$ cat config.mk
export PLATFORM = sky130hd
export DESIGN_NAME = gpio_edge_irq
export DESIGN_NICKNAME = d
export VERILOG_FILES = /design/src/rtl/gei_pkg.sv /design/src/rtl/gei_sync.sv /design/src/rtl/gei_edge.sv /design/src/rtl/gei_pending.sv /design/src/rtl/gpio_edge_irq.sv
export SDC_FILE = /design/constraint.sdc
export NUM_CORES = 1
export LEC_CHECK = 0
export BUFFER_PORTS_ARGS = -buffer_cell sky130_fd_sc_hd__buf_2
export CAP_MARGIN = 10
export CORE_ASPECT_RATIO = 1.75
export CORE_MARGIN = 5
export CORE_UTILIZATION = 60
export DETAILED_ROUTE_END_ITERATION = 12
export PLACE_DENSITY_LB_ADDON = 0.12
export RECOVER_POWER = 50
export SLEW_MARGIN = 20
export SYNTH_ARGS = -nofsm -noshare
export SYNTH_HDL_FRONTEND = slang
export SYNTH_SLANG_ARGS = --single-unit
$ cat constraint.sdc
create_clock -name clk -period 3.21 [get_ports clk]
set_clock_uncertainty 0.2 [all_clocks]
set_input_delay 0.642 -clock clk [delete_from_list [all_inputs] [get_ports clk]]
set_output_delay 0.642 -clock clk [all_outputs]
set_load 0.03 [all_outputs]
$ cat src/rtl/gei_pkg.sv
package gei_pkg;
  localparam int ADDR_W = 2;
  typedef enum logic [ADDR_W-1:0] {
    REG_RISE = 2'd0,
    REG_FALL = 2'd1,
    REG_PEND = 2'd2,
    REG_WAKE = 2'd3
  } reg_sel_e;
endpackage

$ cat src/rtl/gei_sync.sv
module gei_sync #(
  parameter int W      = 28,
  parameter int STAGES = 2
) (
  input  logic         clk,
  input  logic         rst,
  input  logic [W-1:0] din,
  output logic [W-1:0] dout
);
  logic [W-1:0] stage_q [STAGES];

  for (genvar s = 0; s < STAGES; s++) begin : g_stage
    if (s == 0) begin : g_first
      always_ff @(posedge clk) begin
        if (rst) stage_q[0] <= '0;
        else     stage_q[0] <= din;
      end
    end else begin : g_next
      always_ff @(posedge clk) begin
        if (rst) stage_q[s] <= '0;
        else     stage_q[s] <= stage_q[s-1];
      end
    end
  end

  assign dout = stage_q[STAGES-1];
endmodule

$ cat src/rtl/gei_edge.sv
module gei_edge #(
  parameter int W = 28
) (
  input  logic         clk,
  input  logic         rst,
  input  logic [W-1:0] level,
  input  logic [W-1:0] rise_en,
  input  logic [W-1:0] fall_en,
  output logic [W-1:0] hit
);
  logic [W-1:0] last_q;

  always_ff @(posedge clk) begin
    if (rst) last_q <= '0;
    else     last_q <= level;
  end

  always_comb begin
    hit = (level & ~last_q & rise_en) | (~level & last_q & fall_en);
  end
endmodule

$ cat src/rtl/gei_pending.sv
module gei_pending #(
  parameter int W = 28
) (
  input  logic         clk,
  input  logic         rst,
  input  logic         clr_we,
  input  logic [W-1:0] clr_mask,
  input  logic [W-1:0] set_mask,
  output logic [W-1:0] pend
);
  logic [W-1:0] keep;

  always_comb begin
    keep = clr_we ? (pend & ~clr_mask) : pend;
  end

  // A fresh edge is ORed in after the clear, so it wins a collision.
  always_ff @(posedge clk) begin
    if (rst) pend <= '0;
    else     pend <= keep | set_mask;
  end
endmodule

$ cat src/rtl/gpio_edge_irq.sv
module gpio_edge_irq #(
  parameter int NPIN   = 28,
  parameter int NLOW   = 8,
  parameter int DW     = 32,
  parameter int STAGES = 2
) (
  input  logic                       clk,
  input  logic                       rst,
  input  logic [NPIN-1:0]            pins,
  input  logic [gei_pkg::ADDR_W-1:0] bus_addr,
  input  logic                       bus_wen,
  input  logic [DW-1:0]              bus_wdata,
  output logic [DW-1:0]              bus_rdata,
  output logic [NLOW-1:0]            irq_low,
  output logic                       irq_high,
  output logic                       wake_req
);
  import gei_pkg::*;

  localparam int WAKE_W = NLOW + 1;

  logic [NPIN-1:0]   rise_en, fall_en, pins_s, hit, pend;
  logic [WAKE_W-1:0] wake_en;
  logic [WAKE_W-1:0] src_vec;
  logic              pend_wr;
  logic [DW-1:0]     rd_mux;

  gei_sync #(.W(NPIN), .STAGES(STAGES)) u_sync (
    .clk(clk), .rst(rst), .din(pins), .dout(pins_s)
  );

  gei_edge #(.W(NPIN)) u_edge (
    .clk(clk), .rst(rst), .level(pins_s),
    .rise_en(rise_en), .fall_en(fall_en), .hit(hit)
  );

  assign pend_wr = bus_wen && (bus_addr == REG_PEND);

  gei_pending #(.W(NPIN)) u_pend (
    .clk(clk), .rst(rst), .clr_we(pend_wr),
    .clr_mask(bus_wdata[NPIN-1:0]), .set_mask(hit), .pend(pend)
  );

  always_ff @(posedge clk) begin
    if (rst) begin
      rise_en <= '0;
      fall_en <= '0;
      wake_en <= '0;
    end else if (bus_wen) begin
      case (reg_sel_e'(bus_addr))
        REG_RISE: rise_en <= bus_wdata[NPIN-1:0];
        REG_FALL: fall_en <= bus_wdata[NPIN-1:0];
        REG_WAKE: wake_en <= bus_wdata[WAKE_W-1:0];
        default:  ;
      endcase
    end
  end

  always_comb begin
    rd_mux = '0;
    case (reg_sel_e'(bus_addr))
      REG_RISE: rd_mux[NPIN-1:0]   = rise_en;
      REG_FALL: rd_mux[NPIN-1:0]   = fall_en;
      REG_PEND: rd_mux[NPIN-1:0]   = pend;
      REG_WAKE: rd_mux[WAKE_W-1:0] = wake_en;
      default:  rd_mux = '0;
    endcase
  end

  always_comb begin
    src_vec = {(|pend[NPIN-1:NLOW]), pend[NLOW-1:0]};
  end

  always_ff @(posedge clk) begin
    if (rst) begin
      bus_rdata <= '0;
      irq_high  <= 1'b0;
      wake_req  <= 1'b0;
    end else begin
      bus_rdata <= rd_mux;
      irq_high  <= src_vec[NLOW];
      wake_req  <= |(src_vec & wake_en);
    end
  end

  assign irq_low = pend[NLOW-1:0];
endmodule

==> out/qor.yml, run 1 <==
synth:
  synth_ff_type: "dfxtp_1"
  ys_types: 29
  yosysSeqAreaShare_pct: 54.9
  ys_async_sr_fraction_pct: 0
  yosys.area.top_type: "dfxtp_1"
  synthCells: 801
  ys_ff_latch: 207
  synth_top_area_share_pct: 54.9
  synth_warnings: 0
  yosysMostFrequentCell: "dfxtp_1"
  synth_common_cells: "dfxtp_1, nand2_1, nor2b_1"
  avgSynthCellArea_um2: 9.42
  yosys-top-cells-area: "dfxtp_1, nor2b_1, nand2_1, nand3b_1, a21oi_1"
  synth_edf_count: 0
  synth_area_mm2: 0.00755
pwr:
  power_density_mw_per_mm2: 609
  power.internal_uw: 4130
  total_leakage_power_uw: 0.00339
  vdd_drop_max_mv: 0.462
  p_sw_share_pct: 21.9
  power.share.clock_pct: 43.3
  switchingPower_uw: 1160
  power_uw: 5290
  seq_power_share_pct: 50.9
  pwr-share-comb_pct: 5.9
floorplan:
  die_h_um: 158
  core.rowCount: 54
  fp.coreArea_mm2: 0.0124
  die_w_um: 94.8
  ios: 107
  die_area_mm2: 0.0150
  start_util_pct: 60.7
global_route:
  track_usage_pct: 22.8
  grt_pass1_vias: 5721
  grt_pass1_wl_mm: 27.3
  grt.overflow.total: 0
  grt_max_degree: 78
  antenna_found_initial: 1
detailed_routing:
  vias: 5771
  vias_per_cell: 5.46
  drtPass1Iterations: 5
  drt_iter0_markers: 352
  drt-total-wl_mm: 17.0
  drc: 0
  post_drt_wl_per_cell_um: 16.1
  drtAntennaViolNets: 0
timing:
  clock.fmax_mhz: 400
  relSlewSlack_pct: -5.82
  finalSetupViolCount: 0
  hold_viol: 0
  rsz0062_at_grt: "false"
  fin_crit_sh_pct: 77.9
  worst_pin_slew_ns: 1.59
  fin_hold_ws_ns: 0.170
  final.min_clock_period_ns: 2.50
  setup_tns_ns: 0
  finalMaxSlewViolations: 76
clock_network:
  tritoncts: "yes"
  cts_made_buffers: 19
  htree_levels: 1
  cts-resized-gates: 0
  cts-root-buf: "clkbuf_16"
  postCtsSetupBuffers: 0
  clk_latency_ns: 0.48
  hold_buffers: 0
  cts_sinks: 207
  cts_buffer_depth: 3
  clk_pin_slew_ns: 0.06
worst_setup_path:
  critPathRequiredTime_ns: 3.34
  critical_path_class: "in -> reg"
  startpoint_type: "input pin"
  crit_path_end_kind: "flop"
  cp_max_fo: 77
  cp.arrival_ns: 2.63
run_status:
  violations: "capacitance limit, slew limit"
  status: "finished, violations left"
placed_design:
  dpl.hpwl_mm: 11.4
  port_buffers: 98
  gp_congestion: 0.814
  dp.cells: 1023
job:
  maxCapViolations: 1
final_layout:
  finalNetCount: 941
  syn2layout_area_growth_pct: 15.1
  fin_cells: 1057
  drive_above_1_share_pct: 13.5
min_path:
  hold_path_class: "in -> reg"
==> cell type report <==
| type | count | area (um^2) |
|---|---|---|
| Fill cell | 1065 | 3750 |
| Clock buffer | 25 | 548 |
| Inverter | 28 | 105 |
| Multi-Input combinational cell | 510 | 2990 |
| Timing Repair Buffer | 110 | 591 |
| Clock inverter | 8 | 95.1 |
| Tap cell | 168 | 210 |
| Sequential cell | 207 | 4140 |
| Antenna cell | 1 | 2.50 |
==> power groups by stage <==
stage	registers [uW]	logic [uW]	clock network [uW]
after floorplan	2750	199	0
after global placement	2740	303	0
after detailed placement	2750	311	0
after CTS	2690	313	2330
after global routing	2700	339	2440
final	2690	310	2290
==> sequential cells by signal (all words and copies together), names as in the netlist <==
name and cells:
u_sync.stage_q 56, bus_rdata 28, fall_en 28, rise_en 28, u_edge.last_q 28, u_pend.pend 28
wake_en 9, irq_high 1, wake_req 1
==> worst max-delay path, stage by stage <==
cell	delay, ns
clkbuf_2	1.13
clkbuf_2	0.68
nor2_1	0.16
==> placed cells by master (no fill, tap or decap), types with 19 or more instances in the layout <==
cell type,instances
o21ai_0,28
dfxtp_1,207
nand2_1,130
clkbuf_16,19
clkbuf_1,31
buf_2,67
nor2_1,38
a21oi_1,80
a31oi_1,29
nand3b_1,56
mux2i_1,19
nor2b_1,94
inv_1,28
==> stage by stage <==
stage / util [%] / setup WS (ns) / area (um^2)
4_1_cts: 70.2 / 1.09 / 8730
6_report: 69.8 / 0.709 / 8680
5_1_grt: 69.8 / 0.509 / 8680
3_3_place_gp: 65.0 / 0.627 / 8080
2_1_floorplan: - / 1.30 / 7560
3_5_place_dp: 65.0 / 0.591 / 8080
==> path summary, 6_finish.rpt <==
kind,from,to,slack [ns],depth (start not counted)
hold reg to reg,u_sync.stage_q[0][12]$_SDFF_PP0_,u_sync.stage_q[1][12]$_SDFF_PP0_,0.23,1
setup reg to reg,u_pend.pend[15]$_SDFF_PP0_,wake_req$_SDFF_PP0_,1.43,4
hold / removal,pins[13],u_sync.stage_q[0][13]$_SDFF_PP0_,0.17,2
setup / recovery,rst,bus_rdata[12]$_SDFF_PP0_,0.71,3
==> layer usage <==
metal,wire (um),track usage [%]
met5,0,0
met4,509,9.43
met3,912,3.40
met2,8960,41.7
met1,6600,26.0
==> kinds of logic after synthesis <==
| group | after synthesis | synth area share [%] |
|---|---|---|
| AND/OR/NAND/NOR | 331 | 23.1 |
| flip-flops | 207 | 54.9 |
| AO/OA/AOI/OAI | 147 | 10.6 |
| buffers and inverters | 87 | 5.65 |
| multiplexers | 28 | 5.60 |
| other | 1 | 0.0497 |
Note: power is estimated with default switching activity, not from simulation.
==> inputs of run 2 (changes only) <==
CORE_UTILIZATION = 51   (was 60)
clock period = 2.19 ns   (was 3.21 ns; I/O delays follow)
==> out/qor.yml, run 2 (synthesis results as in run 1) <==
run_status:
  status: "completed"
placed_design:
  port_buffers: 98
  placed_cell_area_mm2: 0.00816
  dpl.hpwl_mm: 11.8
  place_worst_setup_slack_ns: 0.231
  gp_congestion: 0.805
clock_network:
  cts-resized-gates: 0
  postCtsSetupBuffers: 0
  cts_made_buffers: 20
  hold_buffers: 24
  cts-root-buf: "clkbuf_16"
  clk_pin_slew_ns: 0.06
  cts_buffer_depth: 3
  htree_levels: 1
  tritoncts: "yes"
  clk_latency_ns: 0.48
  cts_sinks: 207
pwr:
  power_density_mw_per_mm2: 877
  power_uw: 7940
  vdd_drop_max_mv: 0.716
  total_leakage_power_uw: 0.00368
timing:
  finalSetupViolCount: 0
  final.min_clock_period_ns: 1.78
  clock.fmax_mhz: 560
  rsz0062_at_grt: "false"
  setup_tns_ns: 0
  setup_ws_ns: 0.406
  relSlewSlack_pct: 26.6
  finalMaxSlewViolations: 0
  worst_pin_slew_ns: 1.10
  fin_crit_sh_pct: 81.5
  hold_viol: 0
detailed_routing:
  drc: 0
  drt_iter0_markers: 336
  vias_per_cell: 5.36
  vias: 5928
  drt-total-wl_mm: 18.1
  post_drt_wl_per_cell_um: 16.4
  drtAntennaViolNets: 0
  drtPass1Iterations: 5
worst_setup_path:
  cp.arrival_ns: 1.97
  ff2ff_setup_slack_ns: 0.46
  cp_max_fo: 14
  regToRegStartpoint: "u_pend.pend[15]$_SDFF_PP0_"
  startpoint_type: "input pin"
  r2r_cells: 4
  crit_path_end_kind: "flop"
  critical_path_class: "in -> reg"
  timing.rr.end: "wake_req$_SDFF_PP0_"
  critPathRequiredTime_ns: 2.38
final_layout:
  drive_above_1_share_pct: 17.0
  finalNetCount: 975
  syn2layout_area_growth_pct: 20.0
  layout_commonest_cell: "dfxtp_1"
  most-common-layout-cells: "dfxtp_1, nand2_1, buf_2"
  fillerInstances: 1241
  largest-register: "u_sync.stage_q"
  final_cell_area_mm2: 0.00905
  largest_reg_flops: 56
floorplan:
  start_util_pct: 51.4
  die_h_um: 171
  ios: 107
  die_area_mm2: 0.0174
  core.rowCount: 59
  die_w_um: 102
  fp.coreArea_mm2: 0.0147
global_route:
  antenna_found_initial: 1
  grt_max_degree: 50
  track_usage_pct: 20.8
  grt_pass1_wl_mm: 29.1
  grt_pass1_vias: 5799
  grt.overflow.total: 0
min_path:
  hold_path_class: "in -> reg"
  min_path_cells: 2
  hold_end: "u_sync.stage_q[0][0]$_SDFF_PP0_"
  hp-start: "pins[0]"
job:
  maxCapViolations: 0
## run 2: cell types whose count changed in the layout (fill, tap and decap cells not counted), sizes merged
cell | previous run | this run
clkinv | 4 | 5
clkbuf | 57 | 31
clkinvlp | 2 | 0
inv | 28 | 29
dlygate4sd3 | 0 | 24
buf | 78 | 113
## run 2: worst max-delay path by stage
stage	from	endpoint	slack, ns	cells past startpoint
finish	bus_addr[0]	fall_en[17]$_SDFFE_PP0P_	0.41	5
global route	bus_addr[1]	rise_en[25]$_SDFFE_PP0P_	0.27	5
CTS	u_pend.pend[6]$_SDFF_PP0_	irq_low[6]	0.42	1
detailed placement	bus_addr[1]	bus_rdata[0]$_SDFF_PP0_	0.23	3
global placement	bus_addr[0]	bus_rdata[12]$_SDFF_PP0_	0.25	6
floorplan	bus_addr[0]	rise_en[11]$_SDFFE_PP0P_	0.49	6
## run 2: area by class of cell
class	instances	area, um^2	area share, %
multi-input cells	510	2990	33.0
clock inverters	8	93.8	1.04
flip-flops and latches	207	4140	45.8
clock buffers	25	581	6.41
inverters	28	105	1.16
repair buffers	143	912	10.1
diodes	1	2.50	0.0276
well taps	183	229	2.53
## run 2: layer usage
layer | track usage, % | vias up | routed length, um | part of all wire [%]
li1 | - | 2878 | - | -
met1 | 25.3 | 2794 | 7050 | 39
met2 | 36.3 | 208 | 9410 | 52
met3 | 3.22 | 48 | 1100 | 6.1
met4 | 8.11 | 0 | 552 | 3.0
met5 | 0 | - | 0 | 0
## run 2: through the flow
step	instances	hold slack [ns]	utilization, %
after floorplan	804	0.214	-
after global placement	1047	0.218	55.5
after detailed placement	1047	0.223	55.5
after CTS	1104	0.00368	61.8
after global routing	1105	0.00630	61.6
final	1105	0.00930	61.6
## run 2: critical path: stages
cell and delay (ns):
clkbuf_2 0.33, and3b_1 0.25, clkbuf_1 0.64, nand2_1 0.15
a21oi_1 0.16
## run 2: where the power goes
part	switching [uW]	internal [uW]
Sequential	64.2	3880
Clock	1390	2110
Combinational	287	215
Total	1740	6200
